===== config.mk =====
export PLATFORM = sky130hd
export DESIGN_NAME = hpt_walker
export DESIGN_NICKNAME = d
export VERILOG_FILES = /design/src/rtl/hpt_pkg.sv /design/src/rtl/hpt_grp_addr.sv /design/src/rtl/hpt_pte_eval.sv /design/src/rtl/hpt_walker.sv
export SDC_FILE = /design/constraint.sdc
export NUM_CORES = 1
export LEC_CHECK = 0
export ABC_AREA = 1
export BUFFER_PORTS_ARGS = -buffer_cell sky130_fd_sc_hd__buf_2
export CAP_MARGIN = 25
export CORE_UTILIZATION = 50
export CTS_CLUSTER_DIAMETER = 30
export DETAILED_ROUTE_END_ITERATION = 10
export HOLD_SLACK_MARGIN = 0.1
export PLACE_DENSITY = 0.76
export SLEW_MARGIN = 20
export SYNTH_ARGS = -nofsm -noshare
export SYNTH_HDL_FRONTEND = slang
export SYNTH_SLANG_ARGS = --single-unit

===== constraint.sdc =====
create_clock -name clk -period 2.9 [get_ports clk]
set_clock_uncertainty 0.05 [all_clocks]
set_input_delay 0.58 -clock clk [delete_from_list [all_inputs] [get_ports clk]]
set_output_delay 0.58 -clock clk [all_outputs]
set_load 0.02 [all_outputs]

===== src/rtl/hpt_pkg.sv =====
package hpt_pkg;

  typedef enum logic [1:0] {
    RES_HIT   = 2'd0,
    RES_PROT  = 2'd1,
    RES_MISS  = 2'd2,
    RES_INCON = 2'd3
  } res_e;

  typedef enum logic [1:0] {
    ACC_READ  = 2'd0,
    ACC_WRITE = 2'd1,
    ACC_FETCH = 2'd2
  } acc_e;

  localparam logic [31:0] TAG_MASK  = 32'h7FFF_FFBF;
  localparam logic [31:0] CONS_MASK = 32'hFFFF_F07B;
  localparam int VALID_BIT = 31;
  localparam int HSEL_BIT  = 6;
  localparam int REF_BIT   = 8;
  localparam int CHG_BIT   = 7;

  // Rights as {exec, write, read}
  function automatic logic [2:0] pp_rights(logic key, logic [1:0] pp, logic nx);
    logic r, w;
    if (!key) begin
      r = 1'b1;
      w = (pp != 2'd3);
    end else begin
      r = (pp != 2'd0);
      w = (pp == 2'd2);
    end
    return {r & ~nx, w, r};
  endfunction

  function automatic logic access_ok(logic [2:0] rt, acc_e a);
    case (a)
      ACC_READ:  return rt[0];
      ACC_WRITE: return rt[1];
      ACC_FETCH: return rt[2];
      default:   return 1'b0;
    endcase
  endfunction

  function automatic logic [31:0] merge_flags(logic [31:0] w1, logic granted, logic is_wr);
    logic [31:0] o;
    o = w1;
    o[REF_BIT] = 1'b1;
    if (granted && is_wr) o[CHG_BIT] = 1'b1;
    return o;
  endfunction

endpackage


===== src/rtl/hpt_grp_addr.sv =====
module hpt_grp_addr #(
  parameter int AW      = 32,
  parameter int HASH_W  = 19,
  parameter int ENTRIES = 8
) (
  input  logic [AW-1:0]              base,
  input  logic [HASH_W-1:0]          mask,
  input  logic [HASH_W-1:0]          hash,
  input  logic                       pass,
  input  logic [$clog2(ENTRIES)-1:0] idx,
  input  logic                       word_sel,
  output logic [AW-1:0]              addr
);
  localparam int ENT_SHIFT = 3;
  localparam int GRP_SHIFT = $clog2(ENTRIES) + ENT_SHIFT;

  logic [HASH_W-1:0] h_sel;
  logic [HASH_W-1:0] grp;

  always_comb begin
    h_sel = pass ? ~hash : hash;
    grp   = h_sel & mask;
    addr  = base + (AW'(grp) << GRP_SHIFT) + (AW'(idx) << ENT_SHIFT)
          + (word_sel ? AW'(4) : AW'(0));
  end
endmodule


===== src/rtl/hpt_pte_eval.sv =====
module hpt_pte_eval
  import hpt_pkg::*;
(
  input  logic [31:0] w0,
  input  logic [31:0] w1,
  input  logic [31:0] cmp,
  input  logic        pass,
  input  logic        key,
  input  logic        nx,
  input  acc_e        acc,
  input  logic        have_rec,
  input  logic [31:0] rec_w1,
  output logic        w0_match,
  output logic        consistent,
  output logic        granted,
  output logic [2:0]  rights
);
  always_comb begin
    w0_match   = w0[VALID_BIT] && (w0[HSEL_BIT] == pass) && ((w0 & TAG_MASK) == cmp);
    consistent = !have_rec || ((rec_w1 & CONS_MASK) == (w1 & CONS_MASK));
    rights     = pp_rights(key, w1[1:0], nx);
    granted    = access_ok(rights, acc);
  end
endmodule


===== src/rtl/hpt_walker.sv =====
module hpt_walker
  import hpt_pkg::*;
#(
  parameter int AW      = 32,
  parameter int HASH_W  = 19,
  parameter int ENTRIES = 8
) (
  input  logic              clk,
  input  logic              rst_n,
  input  logic              req_valid,
  output logic              req_ready,
  input  logic [HASH_W-1:0] req_hash,
  input  logic [31:0]       req_cmp,
  input  logic              req_key,
  input  logic              req_nx,
  input  logic [1:0]        req_acc,
  input  logic [AW-1:0]     cfg_base,
  input  logic [HASH_W-1:0] cfg_mask,
  output logic              mem_rd,
  output logic              mem_wr,
  output logic [AW-1:0]     mem_addr,
  output logic [31:0]       mem_wdata,
  input  logic              mem_rvalid,
  input  logic [31:0]       mem_rdata,
  output logic              rsp_valid,
  output logic [1:0]        rsp_code,
  output logic [31:0]       rsp_word,
  output logic [2:0]        rsp_prot
);
  localparam int IDX_W = $clog2(ENTRIES);
  localparam logic [IDX_W-1:0] LAST_IDX = IDX_W'(ENTRIES - 1);

  typedef enum logic [2:0] {
    ST_IDLE, ST_RD0, ST_W0, ST_RD1, ST_W1, ST_END, ST_RSP
  } st_e;

  st_e               st;
  logic              pass_q;
  logic [IDX_W-1:0]  idx_q;
  logic [31:0]       w0_q;
  logic [HASH_W-1:0] hash_q;
  logic [31:0]       cmp_q;
  logic              key_q, nx_q;
  acc_e              acc_q;
  logic              have_rec_q;
  logic [31:0]       rec_w1_q;
  logic [2:0]        rec_rights_q;
  logic              sel_q, sel_ok_q;
  logic [IDX_W-1:0]  sel_idx_q;
  logic [31:0]       sel_w1_q;
  res_e              pres_q, prim_q;
  res_e              code_q;
  logic [31:0]       word_q;
  logic [2:0]        prot_q;

  // Named internal events
  logic        w0_match, consistent, granted;
  logic [2:0]  rights;
  logic        ev_w0_in, ev_w1_in, ev_incon, ev_grant, ev_viol, ev_last;
  logic [31:0] new_w1;
  logic        wb_need;
  res_e        final_res;
  logic        word_sel;
  logic [IDX_W-1:0] addr_idx;

  hpt_pte_eval u_eval (
    .w0(ev_w0_in ? mem_rdata : w0_q), .w1(mem_rdata), .cmp(cmp_q),
    .pass(pass_q), .key(key_q), .nx(nx_q), .acc(acc_q),
    .have_rec(have_rec_q), .rec_w1(rec_w1_q),
    .w0_match(w0_match), .consistent(consistent), .granted(granted), .rights(rights)
  );

  assign word_sel = (st == ST_RD1) || (st == ST_END);
  assign addr_idx = (st == ST_END) ? sel_idx_q : idx_q;

  hpt_grp_addr #(.AW(AW), .HASH_W(HASH_W), .ENTRIES(ENTRIES)) u_addr (
    .base(cfg_base), .mask(cfg_mask), .hash(hash_q), .pass(pass_q),
    .idx(addr_idx), .word_sel(word_sel), .addr(mem_addr)
  );

  always_comb begin
    ev_w0_in  = (st == ST_W0) && mem_rvalid;
    ev_w1_in  = (st == ST_W1) && mem_rvalid;
    ev_incon  = ev_w1_in && !consistent;
    ev_grant  = ev_w1_in && consistent && granted;
    ev_viol   = ev_w1_in && consistent && !granted;
    ev_last   = (idx_q == LAST_IDX);
    new_w1    = merge_flags(sel_w1_q, sel_ok_q, acc_q == ACC_WRITE);
    wb_need   = sel_q && (new_w1 != sel_w1_q);
    final_res = (pres_q == RES_MISS) ? prim_q : pres_q;
  end

  assign req_ready = (st == ST_IDLE);
  assign mem_rd    = (st == ST_RD0) || (st == ST_RD1);
  assign mem_wr    = (st == ST_END) && wb_need;
  assign mem_wdata = new_w1;
  assign rsp_valid = (st == ST_RSP);
  assign rsp_code  = code_q;
  assign rsp_word  = word_q;
  assign rsp_prot  = prot_q;

  always_ff @(posedge clk or negedge rst_n) begin
    if (!rst_n) begin
      st <= ST_IDLE;
      pass_q <= 1'b0; idx_q <= '0; w0_q <= '0; hash_q <= '0; cmp_q <= '0;
      key_q <= 1'b0; nx_q <= 1'b0; acc_q <= ACC_READ;
      have_rec_q <= 1'b0; rec_w1_q <= '0; rec_rights_q <= '0;
      sel_q <= 1'b0; sel_ok_q <= 1'b0; sel_idx_q <= '0; sel_w1_q <= '0;
      pres_q <= RES_MISS; prim_q <= RES_MISS;
      code_q <= RES_MISS; word_q <= '0; prot_q <= '0;
    end else begin
      case (st)
        ST_IDLE: if (req_valid) begin
          hash_q <= req_hash; cmp_q <= req_cmp; key_q <= req_key; nx_q <= req_nx;
          acc_q <= acc_e'(req_acc);
          pass_q <= 1'b0; idx_q <= '0; have_rec_q <= 1'b0; sel_q <= 1'b0;
          pres_q <= RES_MISS; prim_q <= RES_MISS;
          st <= ST_RD0;
        end
        ST_RD0: st <= ST_W0;
        ST_W0: if (mem_rvalid) begin
          w0_q <= mem_rdata;
          if (w0_match)     st <= ST_RD1;
          else if (ev_last) st <= ST_END;
          else begin idx_q <= idx_q + 1'b1; st <= ST_RD0; end
        end
        ST_RD1: st <= ST_W1;
        ST_W1: if (mem_rvalid) begin
          if (!consistent) begin
            pres_q <= RES_INCON; sel_q <= 1'b0; st <= ST_END;
          end else begin
            have_rec_q <= 1'b1; rec_w1_q <= mem_rdata; rec_rights_q <= rights;
            sel_q <= 1'b1; sel_idx_q <= idx_q; sel_w1_q <= mem_rdata; sel_ok_q <= granted;
            if (granted) begin
              pres_q <= RES_HIT; st <= ST_END;
            end else begin
              pres_q <= RES_PROT;
              if (ev_last) st <= ST_END;
              else begin idx_q <= idx_q + 1'b1; st <= ST_RD0; end
            end
          end
        end
        ST_END: begin
          if (sel_q) rec_w1_q <= new_w1;
          if (!pass_q && pres_q != RES_HIT) begin
            prim_q <= pres_q; pass_q <= 1'b1; idx_q <= '0;
            sel_q <= 1'b0; pres_q <= RES_MISS; st <= ST_RD0;
          end else begin
            code_q <= final_res;
            if (final_res == RES_HIT || final_res == RES_PROT) begin
              word_q <= sel_q ? new_w1 : rec_w1_q;
              prot_q <= rec_rights_q;
            end else begin
              word_q <= '0; prot_q <= '0;
            end
            st <= ST_RSP;
          end
        end
        ST_RSP: st <= ST_IDLE;
        default: st <= ST_IDLE;
      endcase
    end
  end

  AST_RD_WR_EXCL: assert property (@(posedge clk) disable iff (!rst_n)
    !(mem_rd && mem_wr));
  AST_WB_SETS_REF: assert property (@(posedge clk) disable iff (!rst_n)
    mem_wr |-> mem_wdata[REF_BIT]);
  AST_WB_WORD1: assert property (@(posedge clk) disable iff (!rst_n)
    mem_wr |-> (mem_addr[2:0] == 3'b100));
  AST_RSP_PULSE: assert property (@(posedge clk) disable iff (!rst_n)
    rsp_valid |=> !rsp_valid);
  AST_HIT_ALLOWED: assert property (@(posedge clk) disable iff (!rst_n)
    (rsp_valid && rsp_code == RES_HIT) |-> access_ok(rsp_prot, acc_q));
  AST_PROT_DENIED: assert property (@(posedge clk) disable iff (!rst_n)
    (rsp_valid && rsp_code == RES_PROT) |-> !access_ok(rsp_prot, acc_q));
  AST_NOHIT_ZERO: assert property (@(posedge clk) disable iff (!rst_n)
    (rsp_valid && rsp_code[1]) |-> (rsp_word == 32'd0 && rsp_prot == 3'd0));
  AST_INCON_NO_SEL: assert property (@(posedge clk) disable iff (!rst_n)
    ev_incon |=> !wb_need);
endmodule


# Word level (Yosys, flattened, before mapping)
# Index checks and enable logic that the tools add are counted.
[word_totals]
word_cells = 138
ff_bits = 208
out_inout_bits = 105
[op_classes]
muxes = 51
addsub = 4
eq_ne = 24
bitwise = 5
n_reduce_logical = 33
[op_table]
columns = ["op", "count"]
rows = [
  ["two-way mux 32 bit", 5],
  ["one-hot mux 32 bit (2 select lines)", 1],
  ["two-way mux 3 bit", 19],
  ["adder 32 x 25 -> 32 bit", 1],
  ["adder 32 x 3 -> 32 bit", 1],
  ["adder 32 x 6 -> 32 bit", 1],
  ["== test 31 x 32 -> 1 bit", 1],
  ["== test 26 bit", 1],
  ["AND 19 bit", 1],
  ["two-way mux 19 bit", 1],
  ["NOT 19 bit", 1],
  ["one-hot mux 3 bit (6 select lines)", 1],
  ["inequality test 2 bit, second input constant", 7],
  ["== test 3 bit, second input constant", 4],
  ["two-way mux 2 bit", 6],
  ["one-hot mux 3 bit (4 select lines)", 1],
  ["AND reduction 3 bit", 4],
  ["two-way mux 1 bit", 11],
  ["nonzero test 2 bit", 5],
  ["AND reduction 4 bit", 2],
  ["AND reduction 8 bit", 1],
  ["logical AND 1 bit", 7],
  ["== test 2 bit, second input constant", 3],
  ["== test 3 x 2 -> 1 bit, second input constant", 2],
  ["19 further kinds", 30],
]

# Depth between registers and ports, before layout
# Gate-level depths: netlist of the first run.
[logic_depth]
depth_word = 9
depth_mapped = 19
ltp_nobuf = 18

# Cells and area by module
# From an unflattened synthesis of the first run, not the netlist that was laid out.
[hier_totals]
hier_cells = 1462
hier_area_um2 = 11861.4
[modules_own_cells]
columns = ["module", "cells_each", "n_inst", "area_per_inst_um2"]
rows = [
  ["hpt_walker", 786, 1, 8658.3],
  ["hpt_grp_addr", 483, 1, 2272.2],
  ["hpt_pte_eval", 193, 1, 930.9],
]

# Worst setup path before layout of the first run
# OpenSTA, ideal clock, no wires.
[synth_timing]
path_kind = "register to output"
from = "reg st[2]"
to = "out mem_addr[19]"
arrival_ps = 2766
path_buffers = 1
stages_incl_launch_ff = 16
path_slack_ps = -496
required_time_ps = 2270
path_cell_list = "dfrtp_1 -> inv_2 -> nor2_1 -> nand2_1 -> buf_2 -> nand2_1 -> o21ai_0 -> ha_1 -> nand2_1 -> o21ai_0 -> a21o_1 -> a21oi_1 -> o21ai_0 -> nand2_1 -> nand2_1 -> xor2_1"
[synth_via]
elab_chain_cells = 4
elab_cells_between_ends = 7
cone_classes = "add/sub: 2; eq/ne: 2; mux: 2; reduce/logical: 1"
[synth_rtl]
columns = ["item", "line", "rtl"]
rows = [
  ["from (decl)", "hpt_walker.sv:37", "st_e st;"],
  ["from (signal assigned)", "hpt_walker.sv:104", "st <= ST_IDLE;"],
  ["from (signal assigned)", "hpt_walker.sv:118", "st <= ST_RD0;"],
  ["from (signal assigned)", "hpt_walker.sv:120", "ST_RD0: st <= ST_W0;"],
  ["== test 3 bit / == test 3 x 2 -> 1 bit (equally long branches)", "hpt_walker.sv:73, hpt_walker.sv:74", ""],
  ["two-way mux 3 bit / logical OR 1 bit (equally long branches)", "hpt_walker.sv:74, hpt_walker.sv:73", ""],
  ["adder 32 x 6 -> 32 bit / two-way mux 3 bit (equally long branches)", "hpt_grp_addr.sv:23, hpt_grp_addr.sv:24", ""],
  ["adder 32 x 3 -> 32 bit *", "hpt_grp_addr.sv:24", "+ (word_sel ? AW'(4) : AW'(0));"],
  ["to (decl)", "hpt_walker.sv:21", "output logic [AW-1:0] mem_addr,"],
]
# Mark *: on every way between the ends. The rest lies on a longest branch, timed or not.

# Worst setup path in the final report of the first run
[layout_timing]
from = "reg pass_q"
to = "out mem_addr[30]"
[layout_via]
elab_chain_cells = 5
[layout_rtl]
columns = ["item", "line", "rtl"]
rows = [
  ["from (decl)", "hpt_walker.sv:38", "logic pass_q;"],
  ["from (signal assigned)", "hpt_walker.sv:105", "pass_q <= 1'b0; idx_q <= '0; w0_q <= '0; hash_q <= '0; cmp_q <= '0;"],
  ["from (signal assigned)", "hpt_walker.sv:116", "pass_q <= 1'b0; idx_q <= '0; have_rec_q <= 1'b0; sel_q <= 1'b0;"],
  ["from (signal assigned)", "hpt_walker.sv:146", "prim_q <= pres_q; pass_q <= 1'b1; idx_q <= '0;"],
  ["two-way mux 19 bit", "hpt_grp_addr.sv:21", "h_sel = pass ? ~hash : hash;"],
  ["AND 19 bit", "hpt_grp_addr.sv:22", "grp = h_sel & mask;"],
  ["adder 32 x 25 -> 32 bit", "hpt_grp_addr.sv:23", "addr = base + (AW'(grp) << GRP_SHIFT) + (AW'(idx) << ENT_SHIFT)"],
  ["adder 32 x 6 -> 32 bit", "hpt_grp_addr.sv:23", ""],
  ["adder 32 x 3 -> 32 bit", "hpt_grp_addr.sv:24", ""],
]
# Every way passes these cells.

==> flow_summary.json, run 1 <==
{
  "synth_warnings": 0,
  "area_growth_pct": 39.6,
  "path_max_fanout": 8,
  "cts.clk_slew.worst_paths_ns": 0.05,
  "avgSynthCellArea_um2": 7.44,
  "die-area_um2": 24600,
  "ys_seq_elements": 208,
  "async_reset_ff_frac": 1.00,
  "rsz0062_at_grt": "yes",
  "criticalPathCategory": "reg -> out",
  "startpoint": "pass_q",
  "synthTopCellsByCount": "nand2_1, dfrtp_1, inv_1, o21ai_0, nor2_1",
  "final_hold_viol_count": 0,
  "reg2reg_to": "idx_q[0]",
  "first_global_vias": 11637,
  "grt_pass1_wl_mm": 58.3,
  "finalSetupViolations": 27,
  "r2r_slack_ns": 0.29,
  "drv_cap": 0,
  "worstPathRequired_ns": 2.27,
  "slew_violations": 0,
  "grt_antenna_before_repair": 3,
  "synth_cell_types": 38,
  "status": "complete, but fails checks",
  "syn-cell-area_um2": 12000,
  "dr_wl_met2_mm": 19.4,
  "post_dp_cell_area_um2": 14200,
  "crit_path_end": "mem_addr[30]",
  "drt-pass1-iter-count": 5,
  "gp_congestion": 0.921,
  "leakage_uw": 0.00855,
  "wirelength_mm": 38.9,
  "grt_max_degree": 80,
  "initial_core_util": 0.511,
  "synth.net_count": 1781,
  "reg2reg_from": "st[0]",
  "ys_seq_area_frac": 0.434,
  "syn_inst": 1613,
  "ctsHtreeMaxLevel": 2,
  "worst-slew-pin-transition_ns": 0.720,
  "power.total_uw": 20500,
  "synth_top_area_share": 0.428,
  "layout_min_cycle_time_ns": 3.74,
  "worstSkewPairLatency_ns": 0.54,
  "finalInstanceArea_um2": 16700,
  "core_area_um2": 23500,
  "die_x_um": 157,
  "hp-class": "in -> reg",
  "cts.sinks": 208,
  "fin_nets": 2100,
  "met3_length_mm": 2.60,
  "drc": 0,
  "dp.final_hpwl_mm": 26.6,
  "synth_edf_count": 0,
  "cts_buffer_depth": 3,
  "yosysMostFrequentCell": "nand2_1",
  "m1WireLength_mm": 15.6,
  "post_drt_wl_per_cell_um": 17.0,
  "ant_nets": 0,
  "ir_worst_vdd_mv": 0.671,
  "port_buffers": 241,
  "row_count": 56,
  "track_usage": 0.306,
  "die-height_um": 157,
  "dr.first_iter.drc_count": 1036,
  "synth_top_cell_by_area": "dfrtp_1",
  "start_kind": "register",
  "worst_ep_arrival_time_ns": 3.11,
  "endpoint_kind": "primary output",
  "max_slew_margin": 0.520,
  "min_period_over_period": 1.29,
  "ys.flop_type": "dfrtp_1",
  "io_pins": 247,
  "drive_above_1_share": 0.325,
  "vias": 12187,
  "root_buffer": "clkbuf_16",
  "cts_tree": "done",
  "cts_made_buffers": 45,
  "layout_setup_ws_ns": -0.837,
  "max_freq_mhz": 268,
  "powerDensity_nw_per_um2": 1220,
  "synth_area_leaders": "dfrtp_1, nand2_1, o21ai_0",
  "reg2reg_depth": 15,
  "top_layer_used": "met4",
  "via_per_inst": 5.32,
  "grt-ovfl-total": 0,
  "violations": "negative setup slack"
}
## cells in the final DEF, fill, tap and decap left out, drive strengths merged, types with 4 or more instances in the layout
master      n
nand3      96
dfrtp     205
bufinv      7
a21o        5
xnor2       6
a21oi      53
o211ai     25
nand2     474
buf       364
nand3b     12
o21bai      5
clkinvlp    4
mux2       31
nor3        4
nor2      137
clkbuf     55
nand4      26
ha         25
inv       211
xor2       22
clkinv     14
o21ai     171
## critical path: stages (launching register included)
cell and delay [ns]:
dfrtp_2 0.47, buf_6 0.18, nor2_1 0.12, nor2_1 0.07
ha_1 0.36, inv_2 0.08, o21bai_4 0.17, a31oi_2 0.06
o21bai_1 0.29, nand2_1 0.12, nand3_2 0.11, nand2_2 0.09
nand2_2 0.08, nand2_2 0.06, inv_2 0.07, nand3_1 0.07
nand2_1 0.07, buf_4 0.13
## per-layer routing
layer | vias to the layer above | track usage
met2 | 470 | 0.515
met4 | 0 | 0.122
met5 | - | 0
met1 | 5835 | 0.389
li1 | 5784 | -
met3 | 98 | 0.0537
## repair_timing
| item | CTS | global route |
|---|---|---|
| hold buffers | 1 | 0 |
| cloned | 0 | 2 |
| gates resized for setup | 75 | 118 |
| endpoints found under the hold margin | 68 | 0 |
| endpoints found under the setup margin | 28 | 28 |
| buffers inserted | 12 | 14 |
| pin swaps | 25 | 35 |
## cell families after synthesis
| logic type | Yosys count | share of synthesized area |
|---|---|---|
| muxes | 31 | 0.0291 |
| buffers and inverters | 300 | 0.107 |
| xor gates and xnor gates | 28 | 0.0204 |
| and+or+nand+nor | 751 | 0.260 |
| other | 1 | 0.000313 |
| adders and majority gates | 26 | 0.0278 |
| AOI/OAI and AO/OA | 268 | 0.121 |
| DFF | 208 | 0.434 |
## per-stage QoR
stage / TNS [ns] / utilization / setup slack (ns) / hold WS [ns] / cells
floorplan: -0.790 / - / -0.150 / 0.234 / 1613
global placement: -2.49 / 0.603 / -0.212 / 0.403 / 2181
detailed placement: -2.72 / 0.603 / -0.246 / 0.410 / 2181
CTS: -14.82 / 0.687 / -0.723 / 0.209 / 2274
global route: -20.21 / 0.713 / -0.988 / 0.209 / 2289
finish: -17.10 / 0.713 / -0.837 / 0.222 / 2290
## area by class of cell
type	instances	area (um^2)
Fill cell	1776	6740
Multi-Input combinational cell	1105	6220
Sequential cell	208	5210
Timing Repair Buffer	368	2480
Clock buffer	52	1220
Inverter	204	768
Clock inverter	32	425
Tap cell	319	399
Antenna cell	2	5.00
## registers in the layout (all words and copies together), names as in the netlist, 2 cells and up
signal,flops
w0_q,32
rsp_word,32
rsp_code,2
acc_q,2
hash_q,19
rec_w1_q,32
sel_idx_q,3
cmp_q,32
pres_q,2
sel_w1_q,32
rec_rights_q,3
st,3
rsp_prot,3
idx_q,3
prim_q,2
## power breakdown
group / leakage (uW) / total, uW / switching, uW / internal (uW)
clock: 0.000801 / 5480 / 1780 / 3690
combinational: 0.00522 / 9780 / 5760 / 4030
sequential: 0.00253 / 5230 / 921 / 4310
total: 0.00855 / 20500 / 8460 / 12000
## worst min-delay path by stage
stage / from / end / depth (start not counted)
after floorplan: rst_n / acc_q[0] / 0
after global placement: sel_ok_q / sel_ok_q / 2
after detailed placement: sel_ok_q / sel_ok_q / 2
after CTS: req_hash[11] / hash_q[11] / 2
after global routing: req_cmp[19] / cmp_q[19] / 2
final: req_hash[11] / hash_q[11] / 2
Power figures use the tool's default switching activity.
==> run 2: changes to the inputs <==
--- a/config.mk
+++ b/config.mk
@@ -8,12 +8,12 @@
 export ABC_AREA = 1
 export BUFFER_PORTS_ARGS = -buffer_cell sky130_fd_sc_hd__buf_2
 export CAP_MARGIN = 25
-export CORE_UTILIZATION = 50
+export CORE_UTILIZATION = 52
+export CTS_BUF_LIST = sky130_fd_sc_hd__clkbuf_4
 export CTS_CLUSTER_DIAMETER = 30
 export DETAILED_ROUTE_END_ITERATION = 10
 export HOLD_SLACK_MARGIN = 0.1
-export PLACE_DENSITY = 0.76
-export SLEW_MARGIN = 20
+export PLACE_DENSITY = 0.78
 export SYNTH_ARGS = -nofsm -noshare
 export SYNTH_HDL_FRONTEND = slang
 export SYNTH_SLANG_ARGS = --single-unit
==> run 2 against run 1 <==
Net effect: clock power fell by 51%; non-clock buffer count rose by 61; the run still ends with negative setup slack left; sequential power fell by 0.8%; critical endpoint is now mem_addr[15]; combinational power rose by 0.7%; first-iteration DRC count fell by 9.6%; global-route usage rose by 1.0 points.
==> flow_summary.json, run 2 (synthesis gave the netlist of run 1 again) <==
{
  "layout_setup_ws_ns": -1.11,
  "fillers": 1739,
  "max_slew_margin": 0.604,
  "track_usage": 0.316,
  "start_kind": "register",
  "pwr-share-clk": 0.152,
  "fin_nets": 2176,
  "die_x_um": 154,
  "die-area_um2": 23700,
  "drc": 0,
  "worst_ep_arrival_time_ns": 3.38,
  "violations": "negative setup slack",
  "wirelength_mm": 39.7,
  "root_buffer": "clkbuf_4",
  "cts.clk_slew.worst_paths_ns": 0.07,
  "pwr-share-seq": 0.293,
  "crit_path_end": "mem_addr[15]",
  "min_period_over_period": 1.38,
  "layout_commonest_cell": "nand2_1",
  "startpoint": "pass_q",
  "core_area_um2": 22600,
  "mostFrequentLayoutCells": "nand2_1, buf_2, dfrtp_1",
  "worst-slew-pin-transition_ns": 0.595,
  "criticalPathCategory": "reg -> out",
  "crit_buf_inv": 5,
  "first_global_vias": 12124,
  "path_cells": "buf_12 -> nand2_1 -> nand2_1 -> nor2_1 -> ha_1 -> buf_4 -> a21oi_4 -> o21ai_1 -> a21o_1 -> a21oi_2 -> buf_4 -> o21ai_4 -> buf_4 -> xor2_2 -> buf_6",
  "reg2reg_from": "st[2]",
  "finalSetupViolations": 29,
  "ctsHtreeMaxLevel": 2,
  "swShare": 0.447,
  "cts_tree": "done",
  "max_freq_mhz": 250,
  "die-height_um": 154,
  "rsz0062_at_grt": "yes",
  "p_int_uw": 9820,
  "grt_pass1_wl_mm": 59.3,
  "area_growth_pct": 36.7,
  "hold_slack_ns": 0.130,
  "final_hold_viol_count": 0,
  "crit_path_frequent_cell": "buf_4",
  "dr.first_iter.drc_count": 937,
  "powerDensity_nw_per_um2": 1080,
  "row_count": 55,
  "cts_buffer_depth": 3,
  "worstSkewPairLatency_ns": 0.71,
  "pre_cts_slack_ns": -0.257,
  "power.switching_uw": 7930,
  "crit_family": "buffers and inverters",
  "ir_worst_vdd_mv": 0.610,
  "vias": 12533,
  "path_max_fanout": 17,
  "grt-ovfl-total": 0,
  "status": "complete, but fails checks",
  "io_pins": 247,
  "cp.depth": 15,
  "drv_cap": 0,
  "grt_antenna_before_repair": 2,
  "dp.final_hpwl_mm": 26.4,
  "cts_made_buffers": 60,
  "port_buffers": 241,
  "fin_cells": 2339,
  "drive_above_1_share": 0.312,
  "gp_congestion": 0.957,
  "cp_slowest_stage_delay_ns": 0.47,
  "post_drt_wl_per_cell_um": 17.0,
  "fin_tns_setup_ns": -25.51,
  "fin_util": 0.724,
  "via_per_inst": 5.36,
  "combinationalPowerShare": 0.555,
  "grt_max_degree": 99,
  "r2r_slack_ns": 0.23,
  "hp-class": "in -> reg",
  "slew_violations": 0,
  "leakage_uw": 0.00848,
  "dp_cells": 2143,
  "reg2reg_depth": 16,
  "reg2reg_to": "idx_q[1]",
  "worstPathRequired_ns": 2.27,
  "crit_slowest_cell": "dfrtp_2",
  "endpoint_kind": "primary output",
  "ant_nets": 0,
  "cts.sinks": 208,
  "initial_core_util": 0.530,
  "drt-pass1-iter-count": 5,
  "layout_min_cycle_time_ns": 4.01
}
## run 2: worst min-delay path by stage
| stage | from | endpoint | cells after the start |
|---|---|---|---|
| 3_5_place_dp | sel_ok_q | sel_ok_q | 2 |
| 2_1_floorplan | rst_n | acc_q[0] | 0 |
| 3_3_place_gp | sel_ok_q | sel_ok_q | 2 |
| 4_1_cts | req_hash[10] | hash_q[10] | 2 |
| 6_report | req_cmp[8] | cmp_q[8] | 3 |
| 5_1_grt | req_key | key_q | 3 |
## run 2: power groups by stage
| stage | registers, uW | logic, uW | clock network (uW) |
|---|---|---|---|
| after CTS | 5140 | 8880 | 2750 |
| after global routing | 5340 | 10700 | 2940 |
| after global placement | 5130 | 8190 | 0 |
| after floorplan | 5220 | 5620 | 0 |
| final | 5190 | 9850 | 2710 |
| after detailed placement | 5180 | 8410 | 0 |
## run 2: worst reg2reg max path, delay by kind of cell, from the launching register on
kind	cells	cell delay, ns
and+or+nand+nor	12	1.45
buffers and inverters	4	0.64
DFF	1	0.43
## run 2: timing repair
action	4_1_cts	5_1_grt
pin swaps	24	40
setup endpoints to repair	29	29
resized for setup	67	102
gates cloned	0	2
hold buffers	56	2
endpoints found under the hold margin	100	2
buffers inserted	12	19
## run 2: per-stage QoR
step           total power (uW)  instance area (um^2)
2_1_floorplan             10800                 12200
3_3_place_gp              13300                 14100
3_5_place_dp              13600                 14100
4_1_cts                   16800                 15700
5_1_grt                   19000                 16400
6_report                  17700                 16400
## run 2: final cells by class
cell class | instances | area (um^2) | share of cell area
tap | 285 | 357 | 0.0217
sequential | 208 | 5210 | 0.318
multi-input combinational | 1105 | 6190 | 0.378
timing repair buffer | 429 | 3110 | 0.190
inverter | 204 | 768 | 0.0469
clock inverter | 17 | 78.8 | 0.00481
antenna | 1 | 2.50 | 0.000153
clock buffer | 90 | 676 | 0.0412
## run 2: metal layers
layer  share of wire  wire, um  GRT usage
met1            0.39     15600      0.392
met4           0.050      1980      0.152
met3           0.071      2830     0.0657
met2            0.49     19300      0.526
met5         0.00033        13          0
==> run 3: changes to the inputs <==
--- a/config.mk
+++ b/config.mk
@@ -7,7 +7,7 @@
 export LEC_CHECK = 0
 export ABC_AREA = 1
 export BUFFER_PORTS_ARGS = -buffer_cell sky130_fd_sc_hd__buf_2
-export CAP_MARGIN = 25
+export CAP_MARGIN = 10
 export CORE_UTILIZATION = 52
 export CTS_BUF_LIST = sky130_fd_sc_hd__clkbuf_4
 export CTS_CLUSTER_DIAMETER = 30
==> constraint.sdc (replaced) <==
create_clock -name clk -period 2.9 [get_ports clk]
set_clock_uncertainty 0.05 [all_clocks]
set_input_delay 0.435 -clock clk [delete_from_list [all_inputs] [get_ports clk]]
set_output_delay 0.435 -clock clk [all_outputs]
set_load 0.02 [all_outputs]
==> run 3 against run 2 <==
Net effect: the run still ends with negative setup slack left; design area is 0.33% lower; global-route usage is 0.64 points higher; power is 2.0% lower; clock power hardly changed.
==> flow_summary.json, run 3 (synthesis gave the netlist of run 1 again) <==
{
  "row_count": 55,
  "rsz0062_at_grt": "yes",
  "drv_cap": 0,
  "initial_core_util": 0.530,
  "via_per_inst": 5.35,
  "start_kind": "register",
  "worstHoldStart": "mem_rvalid",
  "reg2reg_from": "st[0]",
  "finalSetupViolations": 28,
  "dp.final_hpwl_mm": 26.2,
  "crit_buf_inv": 3,
  "die-height_um": 154,
  "cts_tree": "done",
  "ctsHtreeMaxLevel": 2,
  "cp_slowest_stage_delay_ns": 0.42,
  "worst-slew-pin-transition_ns": 1.16,
  "final_hold_viol_count": 0,
  "endpoint_kind": "primary output",
  "layout_setup_ws_ns": -0.743,
  "hold_depth": 3,
  "grt_antenna_before_repair": 2,
  "fin_nets": 2187,
  "vias": 12557,
  "worstSkewPairLatency_ns": 0.72,
  "crit_family": "compound AO/OA/AOI/OAI gates",
  "track_usage": 0.322,
  "status": "complete, but fails checks",
  "hold_end": "st[0]",
  "path_cells": "nor2_4 -> nand2_4 -> buf_12 -> o21ai_4 -> ha_4 -> a21oi_4 -> o21ai_4 -> a21o_1 -> a21oi_2 -> o21bai_1 -> buf_4 -> xor2_1 -> buf_4",
  "layout_min_cycle_time_ns": 3.64,
  "cts_buffer_depth": 3,
  "max_freq_mhz": 274,
  "layout_commonest_cell": "nand2_1",
  "cts_made_buffers": 57,
  "io_pins": 247,
  "first_global_vias": 12160,
  "r2r_slack_ns": 0.34,
  "core_area_um2": 22600,
  "area_growth_pct": 36.3,
  "die_x_um": 154,
  "drt-pass1-iter-count": 6,
  "crit_slowest_cell": "dfrtp_1",
  "grt_max_degree": 79,
  "cts.clk_slew.worst_paths_ns": 0.06,
  "max_slew_margin": 0.223,
  "worst_ep_arrival_time_ns": 3.16,
  "ant_nets": 0,
  "leakage_uw": 0.00844,
  "ir_worst_vdd_mv": 0.763,
  "violations": "negative setup slack",
  "criticalPathCategory": "reg -> out",
  "dp_cells": 2134,
  "grt-ovfl-total": 0,
  "powerDensity_nw_per_um2": 1060,
  "grt_pass1_wl_mm": 60.5,
  "drc": 0,
  "mostFrequentLayoutCells": "nand2_1, buf_2, dfrtp_1",
  "post_drt_wl_per_cell_um": 16.7,
  "slew_violations": 0,
  "reg2reg_to": "idx_q[1]",
  "reg2reg_depth": 14,
  "root_buffer": "clkbuf_4",
  "hp-class": "in -> reg",
  "cts.sinks": 208,
  "drive_above_1_share": 0.292,
  "fin_cells": 2346,
  "die-area_um2": 23700,
  "power.total_uw": 17400,
  "port_buffers": 241,
  "gp_congestion": 0.983,
  "min_period_over_period": 1.26,
  "wirelength_mm": 39.2,
  "path_max_fanout": 8,
  "fillers": 1732,
  "worstPathRequired_ns": 2.41,
  "dr.first_iter.drc_count": 977
}
[run 3: timing repair]
action / in CTS / in global routing
hold buffers: 88 / 0
resized for setup: 109 / 54
endpoints found under the setup margin: 28 / 28
pin swaps: 34 / 25
buffers inserted: 21 / 8
gates cloned: 0 / 0
endpoints found under the hold margin: 190 / 0
[run 3: worst max-delay path by stage]
stage / startpoint / endpoint / slack (ns) / cells after the start
after floorplan: st[2] / mem_addr[27] / 0.008 / 16
after global placement: pass_q / mem_addr[30] / -0.1 / 18
after detailed placement: pass_q / mem_addr[30] / -0.13 / 18
after CTS: pass_q / mem_addr[22] / -0.66 / 15
after global routing: pass_q / mem_addr[31] / -0.91 / 15
final: st[1] / mem_addr[13] / -0.74 / 13
[run 3: cell type report]
class | instances | area [um^2] | area share
Clock buffer | 84 | 631 | 0.0386
Tap cell | 285 | 357 | 0.0218
Inverter | 204 | 768 | 0.0470
Multi-Input combinational cell | 1105 | 6060 | 0.371
Clock inverter | 15 | 93.8 | 0.00574
Sequential cell | 208 | 5210 | 0.319
Antenna cell | 2 | 5.00 | 0.000306
Timing Repair Buffer | 443 | 3220 | 0.197
[run 3: metrics by stage]
step                      TNS, ns  hold slack [ns]  instance area [um^2]  worst slack, ns   util
after CTS                  -13.66            0.113                 16000           -0.663  0.708
after detailed placement   -0.721            0.415                 13900           -0.133  0.615
final                      -15.46            0.150                 16300           -0.743  0.722
after global routing       -19.04            0.169                 16300           -0.912  0.722
after floorplan                 0           0.0894                 12100          0.00843      -
after global placement     -0.185            0.412                 13900          -0.0965  0.615
[run 3: tightest hold or removal path, cell delays in order]
cell	delay, ns
buf_2	0.14
o21ai_1	0.19
a31oi_1	0.05
[run 3: where the power goes]
| group | switching (uW) | internal (uW) | leakage (uW) |
|---|---|---|---|
| sequential | 883 | 4300 | 0.00254 |
| combinational | 5600 | 3930 | 0.00546 |
| clock | 1270 | 1410 | 0.000434 |
| total | 7760 | 9640 | 0.00844 |
[run 3: per-layer routing]
layer | up-vias | global-route usage | wire, um
li1 | 5958 | - | -
met1 | 5925 | 0.405 | 15300
met2 | 549 | 0.546 | 19500
met3 | 125 | 0.0561 | 2870
met4 | 0 | 0.140 | 1600
met5 | - | 0 | 0
